$ cat src/rtl/sp_unit_pkg.sv
package sp_unit_pkg;
    localparam int ADDR_W = 16;
    localparam int BYTE_W = 8;

    typedef enum logic [1:0] {
        OP_PUSH = 2'd0,
        OP_POP  = 2'd1,
        OP_CALL = 2'd2,
        OP_RET  = 2'd3
    } sp_op_e;

    typedef enum logic [2:0] {
        ADJ_HOLD,
        ADJ_DEC1,
        ADJ_DEC2,
        ADJ_INC1,
        ADJ_INC2
    } sp_adj_e;

    typedef enum logic [2:0] {
        ST_IDLE,
        ST_CALL_HI,
        ST_POP_WAIT,
        ST_RET_HI,
        ST_RET_LO
    } seq_state_e;
endpackage

$ cat src/rtl/sp_ptr_reg.sv
module sp_ptr_reg
    import sp_unit_pkg::*;
#(
    parameter logic [ADDR_W-1:0] SP_RESET = 16'h3FFF
) (
    input  logic              clk,
    input  logic              rst_n,
    input  sp_adj_e           adj,
    input  logic              io_we_lo,
    input  logic              io_we_hi,
    input  logic [BYTE_W-1:0] io_wdata,
    output logic [ADDR_W-1:0] sp_q
);
    logic [ADDR_W-1:0] sp_d;

    always_comb begin
        sp_d = sp_q;
        unique case (adj)
            ADJ_DEC1: sp_d = sp_q - ADDR_W'(1);
            ADJ_DEC2: sp_d = sp_q - ADDR_W'(2);
            ADJ_INC1: sp_d = sp_q + ADDR_W'(1);
            ADJ_INC2: sp_d = sp_q + ADDR_W'(2);
            default:  sp_d = sp_q;
        endcase
        // software write takes priority over any stack adjustment
        if (io_we_lo) sp_d = {sp_q[ADDR_W-1:BYTE_W], io_wdata};
        if (io_we_hi) sp_d = {io_wdata, sp_q[BYTE_W-1:0]};
    end

    always_ff @(posedge clk) begin
        if (!rst_n) sp_q <= SP_RESET;
        else        sp_q <= sp_d;
    end

    // a software byte write lands exactly as written
    assert_io_lo_R7: assert property (@(posedge clk) disable iff (!rst_n)
        (io_we_lo && !io_we_hi) |=> sp_q[BYTE_W-1:0] == $past(io_wdata));
endmodule

$ cat src/rtl/sp_seq.sv
module sp_seq
    import sp_unit_pkg::*;
(
    input  logic              clk,
    input  logic              rst_n,
    input  logic              req_valid,
    input  logic [1:0]        req_op,
    input  logic [BYTE_W-1:0] push_data,
    input  logic [ADDR_W-1:0] ret_addr,
    input  logic [ADDR_W-1:0] sp,
    input  logic [BYTE_W-1:0] mem_rdata,
    output logic              busy,
    output sp_adj_e           adj,
    output logic              mem_we,
    output logic              mem_re,
    output logic [ADDR_W-1:0] mem_addr,
    output logic [BYTE_W-1:0] mem_wdata,
    output logic              pop_valid,
    output logic [BYTE_W-1:0] pop_data,
    output logic              ret_valid,
    output logic [ADDR_W-1:0] ret_word
);
    typedef struct packed {
        seq_state_e        state;
        logic [BYTE_W-1:0] hold;
    } seq_regs_t;

    seq_regs_t r_d, r_q;
    logic [ADDR_W-1:0] word_ptr;

    assign word_ptr = ret_addr >> 1;

    always_comb begin
        r_d       = r_q;
        adj       = ADJ_HOLD;
        mem_we    = 1'b0;
        mem_re    = 1'b0;
        mem_addr  = sp;
        mem_wdata = '0;
        pop_valid = 1'b0;
        pop_data  = '0;
        ret_valid = 1'b0;
        ret_word  = '0;
        unique case (r_q.state)
            ST_IDLE: begin
                if (req_valid) begin
                    unique case (sp_op_e'(req_op))
                        OP_PUSH: begin
                            mem_we    = 1'b1;
                            mem_wdata = push_data;
                            adj       = ADJ_DEC1;
                        end
                        OP_POP: begin
                            mem_re    = 1'b1;
                            mem_addr  = sp + ADDR_W'(1);
                            adj       = ADJ_INC1;
                            r_d.state = ST_POP_WAIT;
                        end
                        OP_CALL: begin
                            mem_we    = 1'b1;
                            mem_wdata = word_ptr[BYTE_W-1:0];
                            r_d.hold  = word_ptr[ADDR_W-1:BYTE_W];
                            r_d.state = ST_CALL_HI;
                        end
                        OP_RET: begin
                            mem_re    = 1'b1;
                            mem_addr  = sp + ADDR_W'(1);
                            r_d.state = ST_RET_HI;
                        end
                        default: ;
                    endcase
                end
            end
            ST_CALL_HI: begin
                mem_we    = 1'b1;
                mem_addr  = sp - ADDR_W'(1);
                mem_wdata = r_q.hold;
                adj       = ADJ_DEC2;
                r_d.state = ST_IDLE;
            end
            ST_POP_WAIT: begin
                pop_valid = 1'b1;
                pop_data  = mem_rdata;
                r_d.state = ST_IDLE;
            end
            ST_RET_HI: begin
                r_d.hold  = mem_rdata;
                mem_re    = 1'b1;
                mem_addr  = sp + ADDR_W'(2);
                r_d.state = ST_RET_LO;
            end
            ST_RET_LO: begin
                ret_valid = 1'b1;
                ret_word  = {r_q.hold, mem_rdata};
                adj       = ADJ_INC2;
                r_d.state = ST_IDLE;
            end
            default: r_d.state = ST_IDLE;
        endcase
    end

    assign busy = (r_q.state != ST_IDLE);

    always_ff @(posedge clk) begin
        if (!rst_n) begin
            r_q.state <= ST_IDLE;
            r_q.hold  <= '0;
        end else begin
            r_q <= r_d;
        end
    end

    // one memory access per cycle
    assert_mem_excl_R11: assert property (@(posedge clk) disable iff (!rst_n)
        !(mem_we && mem_re));

    // returned word appears only right after a read
    assert_ret_after_read_R5: assert property (@(posedge clk) disable iff (!rst_n)
        ret_valid |-> $past(mem_re));
endmodule

$ cat src/rtl/sp_inhibit.sv
module sp_inhibit #(
    parameter int INHIBIT_INSNS = 4
) (
    input  logic clk,
    input  logic rst_n,
    input  logic set_lo,
    input  logic io_wr,
    input  logic insn_done,
    output logic irq_inhibit
);
    localparam int CNT_W = $clog2(INHIBIT_INSNS + 1);

    typedef struct packed {
        logic [CNT_W-1:0] cnt;
    } inh_regs_t;

    inh_regs_t r_d, r_q;

    always_comb begin
        r_d = r_q;
        if (set_lo) begin
            r_d.cnt = CNT_W'(INHIBIT_INSNS);
        end else if (r_q.cnt != '0) begin
            if (io_wr)          r_d.cnt = '0;
            else if (insn_done) r_d.cnt = r_q.cnt - CNT_W'(1);
        end
    end

    assign irq_inhibit = (r_q.cnt != '0);

    always_ff @(posedge clk) begin
        if (!rst_n) r_q.cnt <= '0;
        else        r_q <= r_d;
    end

    // the low-byte write raises the inhibit
    assert_inhibit_set_R9: assert property (@(posedge clk) disable iff (!rst_n)
        set_lo |=> irq_inhibit);

    // without a retire or an I/O write the inhibit persists
    assert_inhibit_hold_R9: assert property (@(posedge clk) disable iff (!rst_n)
        (irq_inhibit && !io_wr && !insn_done) |=> irq_inhibit);

    // a foreign I/O write ends the inhibit
    assert_inhibit_cut_R10: assert property (@(posedge clk) disable iff (!rst_n)
        (irq_inhibit && io_wr && !set_lo) |=> !irq_inhibit);
endmodule

$ cat src/rtl/sp_unit.sv
module sp_unit
    import sp_unit_pkg::*;
#(
    parameter logic [15:0] SP_RESET      = 16'h3FFF,
    parameter int          INHIBIT_INSNS = 4
) (
    input  logic        clk,
    input  logic        rst_n,
    input  logic        req_valid,
    input  logic [1:0]  req_op,
    input  logic [7:0]  push_data,
    input  logic [15:0] ret_addr,
    output logic        busy,
    output logic        pop_valid,
    output logic [7:0]  pop_data,
    output logic        ret_valid,
    output logic [15:0] ret_word,
    output logic        mem_we,
    output logic        mem_re,
    output logic [15:0] mem_addr,
    output logic [7:0]  mem_wdata,
    input  logic [7:0]  mem_rdata,
    input  logic        io_wr,
    input  logic        io_hit,
    input  logic        io_byte,
    input  logic [7:0]  io_wdata,
    output logic [7:0]  io_rdata,
    input  logic        insn_done,
    output logic        irq_inhibit
);
    logic [ADDR_W-1:0] sp;
    sp_adj_e           adj;
    logic              we_lo, we_hi, sp_io_we, accept;

    assign sp_io_we = io_wr && io_hit;
    assign we_lo    = sp_io_we && !io_byte;
    assign we_hi    = sp_io_we &&  io_byte;
    assign accept   = req_valid && !busy;

    sp_ptr_reg #(.SP_RESET(SP_RESET)) u_ptr (
        .clk      (clk),
        .rst_n    (rst_n),
        .adj      (adj),
        .io_we_lo (we_lo),
        .io_we_hi (we_hi),
        .io_wdata (io_wdata),
        .sp_q     (sp)
    );

    sp_seq u_seq (
        .clk       (clk),
        .rst_n     (rst_n),
        .req_valid (req_valid),
        .req_op    (req_op),
        .push_data (push_data),
        .ret_addr  (ret_addr),
        .sp        (sp),
        .mem_rdata (mem_rdata),
        .busy      (busy),
        .adj       (adj),
        .mem_we    (mem_we),
        .mem_re    (mem_re),
        .mem_addr  (mem_addr),
        .mem_wdata (mem_wdata),
        .pop_valid (pop_valid),
        .pop_data  (pop_data),
        .ret_valid (ret_valid),
        .ret_word  (ret_word)
    );

    sp_inhibit #(.INHIBIT_INSNS(INHIBIT_INSNS)) u_inh (
        .clk         (clk),
        .rst_n       (rst_n),
        .set_lo      (we_lo),
        .io_wr       (io_wr),
        .insn_done   (insn_done),
        .irq_inhibit (irq_inhibit)
    );

    assign io_rdata = io_byte ? sp[ADDR_W-1:BYTE_W] : sp[BYTE_W-1:0];

    // an accepted push lowers the pointer by one
    assert_push_dec_R2: assert property (@(posedge clk) disable iff (!rst_n)
        (accept && req_op == 2'd0 && !sp_io_we) |=> sp == 16'($past(sp) - 16'd1));

    // second call write goes one address below the first
    assert_call_order_R4: assert property (@(posedge clk) disable iff (!rst_n)
        (accept && req_op == 2'd2) |=> (mem_we && mem_addr == 16'($past(mem_addr) - 16'd1)));

    // pointer holds until both call bytes are written
    assert_call_hold_R4: assert property (@(posedge clk) disable iff (!rst_n)
        (accept && req_op == 2'd2 && !sp_io_we) |=> $stable(sp));

    // the cycle after a pop is a data cycle, not a new memory access
    assert_busy_idle_R8: assert property (@(posedge clk) disable iff (!rst_n)
        pop_valid |-> (!mem_we && !mem_re));
endmodule

$ cat config.mk
export PLATFORM = sky130hd
export DESIGN_NAME = sp_unit
export DESIGN_NICKNAME = d
export VERILOG_FILES = /design/src/rtl/sp_unit_pkg.sv /design/src/rtl/sp_ptr_reg.sv /design/src/rtl/sp_seq.sv /design/src/rtl/sp_inhibit.sv /design/src/rtl/sp_unit.sv
export SDC_FILE = /design/constraint.sdc
export NUM_CORES = 1
export LEC_CHECK = 0
export BUFFER_PORTS_ARGS = -buffer_cell sky130_fd_sc_hd__buf_2
export CAP_MARGIN = 20
export CORE_UTILIZATION = 25
export CTS_CLUSTER_SIZE = 14
export DETAILED_ROUTE_END_ITERATION = 6
export GPL_TIMING_DRIVEN = 0
export PLACE_DENSITY_LB_ADDON = 0.08
export RECOVER_POWER = 25
export SYNTH_ARGS = -nofsm -noshare
export SYNTH_HDL_FRONTEND = slang
export SYNTH_HIERARCHICAL = 1
export SYNTH_SLANG_ARGS = --single-unit
$ cat constraint.sdc
create_clock -name clk -period 8.9 [get_ports clk]
set_input_delay 0.89 -clock clk [delete_from_list [all_inputs] [get_ports clk]]
set_output_delay 0.89 -clock clk [all_outputs]
set_load 0.05 [all_outputs]
# --- Yosys cells after proc, flatten, opt, wreduce, memory -nomap -nowiden ---
# Cells that the tools add are included.
# W data, S select, Z words.
totals:
  output_inout_bits: 62
  regBits: 30
  inputBits: 49
  elab_cells: 83
classes:
  add_sub_neg: 5
  muxes: 32
  n_reduce_logical: 23
  n_eq_ne: 15
  bitwise_logic: 2
ops:
  columns: ["cell", "count"]
  rows:
  - ["$mux W16", 5]
  - ["$pmux W16 S4", 1]
  - ["$pmux W16 S3", 1]
  - ["$pmux W8 S2", 3]
  - ["$mux W8", 4]
  - ["$pmux W3 S3", 2]
  - ["$add A16 B1 Y16 const B", 1]
  - ["$add A16 B2 Y16 const B", 1]
  - ["$sub A16 B1 Y16 const B", 1]
  - ["$sub A16 B2 Y16 const B", 1]
  - ["$mux W3", 5]
  - ["$eq A3 B2 Y1 const B", 4]
  - ["$mux W11", 1]
  - ["$reduce_and A2 Y1", 5]
  - ["$reduce_bool A5 Y1", 2]
  - ["$reduce_bool A3 Y1", 3]
  - ["$eq A3 B1 Y1 const B", 2]
  - ["$eq A3 B3 Y1 const B", 2]
  - ["$mux W1", 6]
  - ["$ne A2 B2 Y1 const B", 3]
  - ["$pmux W3 S2", 1]
  - ["$reduce_bool A2 Y1", 3]
  - ["$reduce_or A2 Y1", 3]
  - ["$eq A2 B2 Y1 const B", 2]
  - ["other kinds (11)", 15]

# --- Longest topological paths before layout ---
depth:
  word_depth: 8
  depth_mapped: 16
  ltp_nobuf: 14

# --- Hierarchy ---
# The synthesis kept the hierarchy.
by_module_without_submodules:
  columns: ["mod", "seq_area_each_um2", "instances", "cells_per_inst", "area_each_um2"]
  rows:
  - ["sp_ptr_reg", 320.3, 1, 281, 2224.6]
  - ["sp_seq", 220.2, 1, 279, 1829.3]
  - ["sp_inhibit", 60.1, 1, 20, 180.2]
  - ["sp_unit", 0.0, 1, 11, 148.9]

# --- Worst setup path after synthesis ---
# No wires, ideal clock.
synth_path:
  path_kind: "input to register"
  from: "input port req_op[1]"
  to: "register u_ptr.sp_q[15]"
  setup_time_ps: 115
  required_ps: 8785
  t_arrival_ps: 4010
  path_slack_ps: 4775
  stages: 15
  path_buffers: 2
  path_cell_list: "clkbuf_1 > clkbuf_1 > nor2_1 > nor2_1 > nor3_1 > nor2_1 > nand2_1 > ha_1 > a21oi_4 > o21ai_2 > a221o_1 > a221oi_2 > xnor2_1 > nor2_1 > o21a_1"
synth_via:
  elab_chain_len: 8
  word_cells_on_any_way: 14
  cone_classes: "eq/ne: 5; mux: 6; reduce/logical: 3"
synth_rtl:
  columns: ["element", "line_no", "text"]
  rows:
  - ["start, declared", "sp_unit.sv:10", "input logic [1:0] req_op,"]
  - ["$eq A2 B1 Y1 or $logic_not A2 Y1 (tied branches)", "sp_seq.sv:47", "unique case (sp_op_e'(req_op))"]
  - ["$pmux W2 S2 (*)", "sp_seq.sv:47", null]
  - ["$mux W3 (*)", "sp_seq.sv:46", "if (req_valid) begin"]
  - ["$pmux W3 S3 (*)", "sp_seq.sv:44", "unique case (r_q.state)"]
  - ["net adj[1]", "sp_unit.sv:32", "sp_adj_e adj;"]
  - ["$eq A3 B3 Y1, or another cell as far along", "sp_ptr_reg.sv:18", "unique case (adj)"]
  - ["$pmux W16 S4", "sp_ptr_reg.sv:18", null]
  - ["$mux W16", "sp_ptr_reg.sv:26", "if (io_we_lo) sp_d = {sp_q[ADDR_W-1:BYTE_W], io_wdata};"]
  - ["$mux W16", "sp_ptr_reg.sv:27", "if (io_we_hi) sp_d = {io_wdata, sp_q[BYTE_W-1:0]};"]
  - ["end signal, assigned", "sp_ptr_reg.sv:32", "else sp_q <= sp_d;"]
  - ["end, declared", "sp_ptr_reg.sv:12", "output logic [ADDR_W-1:0] sp_q"]
# The timed path passes the listed nets; every way through them passes the cells marked *. The select of a mux whose other input is x is not followed.
# A chain may end at the register's enable or synchronous reset.

# --- Final worst setup path ---
layout_path:
  from: "input port req_op[1]"
  to: "register u_ptr.sp_q[12]"
# Same word-level chain as after synthesis.

==> flow_metrics.py <==
metrics = {
    "worst_setup_path": {
        "reg2reg_to": "u_ptr/sp_q[12]$_SDFFE_PN1P_",
        "worstSetupPathType": "in2reg",
        "critPathMaxStageDelay_ns": 0.54,
        "crit_path_frequent_cell": "nor2_1",
        "cpMaxStageDelayCell": "clkbuf_1",
        "r2r_start": "u_seq/r_q[10]$_SDFFE_PN0P_",
        "r2r_slack_ns": 4.31,
        "cp.arrival_ns": 4.94,
        "end_kind": "register",
        "cp_max_fo": 19,
        "cp_cell_sequence": "clkbuf_1 > clkbuf_1 > nor2_1 > nor2_1 > nor3_1 > nor2_1 > nand2_1 > ha_1 > a21oi_1 > o21ai_1 > a211oi_1 > a211oi_2 > a31o_2 > xnor2_1 > o221ai_1",
        "cp-start-kind": "input port",
        "ff2ff_path_depth": 14,
        "required_ns": 9.04,
    },
    "sta": {
        "worst_clock_skew_ns": 0.00429,
        "setup_slack_ns": 4.10,
        "setup_tns_ns": 0,
        "slew_headroom_pct": 45.4,
        "rsz0062_at_grt": "no",
        "layout_min_cycle_time_ns": 4.80,
        "fmax_mhz": 208,
        "tightest_slew_ns": 0.817,
        "slew_violations": 0,
        "fin_crit_sh_pct": 54.0,
        "setup_violations": 0,
        "hold_viol": 0,
    },
    "die": {
        "chipWidth_um": 134,
        "io_pins": 111,
        "die-area_um2": 18100,
        "die_y_um": 134,
        "start_util_pct": 25.4,
        "core-area_um2": 17200,
        "row_count": 48,
    },
    "route": {
        "drtIter0Drc": 287,
        "ant_nets": 0,
        "drc_errors": 0,
        "wl_mm": 16.6,
        "dr.pass1.iters": 5,
        "wl_per_cell_um": 17.8,
        "via_count": 4912,
        "via_per_inst": 5.28,
    },
    "synthesis": {
        "ys_ff_latch": 30,
        "synthFlopType": "dfxtp_1",
        "synth-edff-count": 0,
        "syn_avg_cell_area_um2": 7.42,
        "yosysSeqAreaShare_pct": 13.7,
        "synth_top_area_cell": "dfxtp_1",
        "synth_top_family_by_area": "compound AO/OA/AOI/OAI gates",
        "synth_area_leaders": "dfxtp_1 14%, ha_1 12%, nand2_1 6.1%",
        "synth.distinct_cells": 83,
        "ys_top_cells_by_count": "71 x nand2_1, 47 x a21oi_1, 45 x nor2_1",
        "synthSimpleGateAreaFrac_pct": 25.8,
        "syn_inst": 591,
        "synth_nets": 683,
        "netlist_area_um2": 4380,
        "ys_async_sr_fraction_pct": 0,
        "yosysWarnings": 6,
        "synthMuxAreaShare_pct": 5.48,
        "synth-xor-area-share_pct": 7.79,
        "yosysMostFrequentCell": "nand2_1",
        "synth-compound-area-share_pct": 28.5,
        "yosys.area.top_type_share_pct": 13.7,
        "synth_fa_ha_area_share_pct": 12.6,
    },
    "clock_network": {
        "post_cts_buffers": 0,
        "clkLatencyLatePin_ns": 0.28,
        "cts_tree": "done",
        "cts_root_buffer": "clkbuf_16",
        "clockBufferDepth": 2,
        "cts_resized": 0,
        "cts.reportedPaths.clkPinSlew_ns": 0.06,
        "numCtsBuffers": 5,
        "cts.sinks": 30,
        "cts_hold_buf": 0,
        "htreeDepth": 2,
    },
    "placed_design": {
        "io_buffers": 107,
        "dp_hpwl_mm": 13.1,
        "dp.cells": 923,
        "pre_cts_slack_ns": 3.89,
        "place_congestion": 0.870,
        "dpl_cell_area_um2": 5200,
    },
    "power": {
        "p_leak_nw": 2.37,
        "power_density_nw_per_um2": 154,
        "peakVddDrop_uv": 58.8,
    },
    "worst_hold_path": {
        "hold_depth": 2,
        "min_from": "u_seq/r_q[1]$_SDFFE_PN0P_",
        "hp-class": "reg2reg",
        "min_to": "u_seq/r_q[1]$_SDFFE_PN0P_",
    },
    "run_status": {
        "status": "complete, no violations",
    },
    "grt": {
        "grtUsageTotal_pct": 18.3,
        "grt.overflow.total": 0,
        "grt_max_degree": 20,
        "grt_pass1_vias": 4790,
        "grt_pass1_wl_mm": 25.9,
        "antenna_found_initial": 0,
    },
    "flow_run": {
        "drv_cap": 0,
    },
    "final_layout": {
        "final_cells": 931,
        "layout.nets": 797,
        "n_antenna_cell": 0,
        "layout-area-overhead-vs-synth_pct": 21.9,
        "final_cell_area_um2": 5340,
        "layout-drive-gt1-share_pct": 21.5,
    },
}
[per-layer routing]
layer	up-vias	track usage [%]	routed length, um
met5	-	0	0
met4	0	4.12	175
met3	13	2.15	781
met2	139	32.8	8140
met1	2357	23.1	7460
li1	2403	-	-
[worst max-delay path, delay by kind of cell]
family	cells	cell delay (ns)
AO/OA/AOI/OAI	6	1.31
XOR/XNOR	1	0.16
adder cells (fa/ha/maj)	1	0.53
buffers and inverters	2	0.98
AND/OR/NAND/NOR	5	1.07
[layout make-up]
cell class,instances,area [um^2]
plain buffers,29,171
clock buffers,5,125
clock inverters,3,40.0
fillers,1924,11900
inverters,25,93.8
multi-input cells,507,3510
flip-flops and latches,30,601
well taps,225,282
repair buffers,107,523
[cell families (layout without fill, tap and decap cells)]
family,Yosys count,count (layout)
muxes,20,20
DFF,30,30
buffers and inverters,54,169
and+or+nand+nor,221,221
xor gates and xnor gates,39,39
adders and majority gates,43,43
AOI/OAI and AO/OA,184,184
[worst max-delay path by stage]
| stage | end | startpoint | cells after the start | slack (ns) |
|---|---|---|---|---|
| 2_1_floorplan | u_ptr/sp_q[15]$_SDFFE_PN0P_ | req_op[1] | 15 | 4.78 |
| 6_report | u_ptr/sp_q[12]$_SDFFE_PN1P_ | req_op[1] | 15 | 4.10 |
| 5_1_grt | u_ptr/sp_q[12]$_SDFFE_PN1P_ | req_op[1] | 15 | 3.71 |
| 3_3_place_gp | u_ptr/sp_q[15]$_SDFFE_PN0P_ | req_op[1] | 15 | 3.90 |
| 3_5_place_dp | u_ptr/sp_q[15]$_SDFFE_PN0P_ | req_op[1] | 15 | 3.89 |
| 4_1_cts | u_ptr/sp_q[15]$_SDFFE_PN0P_ | req_op[1] | 15 | 4.17 |
[per-stage QoR]
step / util (%) / hold WS, ns / power [mW]
final: 31.0 / 0.508 / 0.822
after global routing: 31.0 / 0.533 / 0.871
after CTS: 31.1 / 0.507 / 0.825
after floorplan: - / 0.465 / 0.508
after detailed placement: 30.2 / 0.496 / 0.625
after global placement: 30.2 / 0.492 / 0.623
[sequential cells by signal, summed over array words and instances (netlist names)]
register	flops
u_ptr/sp_q	16
u_inh/r_q	3
u_seq/r_q	11
[cells in the final DEF (no fill, tap or decap), drive strengths merged, types with 10 or more instances in the layout]
cell,Yosys,layout
nand3,18,18
nor2,46,46
buf,9,105
a21oi,49,49
a31oi,10,10
nor3,13,13
nand2,71,71
xor2,16,16
ha,41,41
inv,24,24
a21o,10,10
and3,16,16
dfxtp,30,30
o21ai,37,37
clkbuf,19,35
xnor2,23,23
mux2i,12,12
o211ai,13,13
and2,19,19
[report_power, final]
part           total [mW]  internal [mW]  switching (mW)
clock               0.197          0.131          0.0664
sequential          0.182          0.147          0.0351
combinational       0.443          0.155           0.288
total               0.822          0.433           0.389
Power figures use the tool's default switching activity.
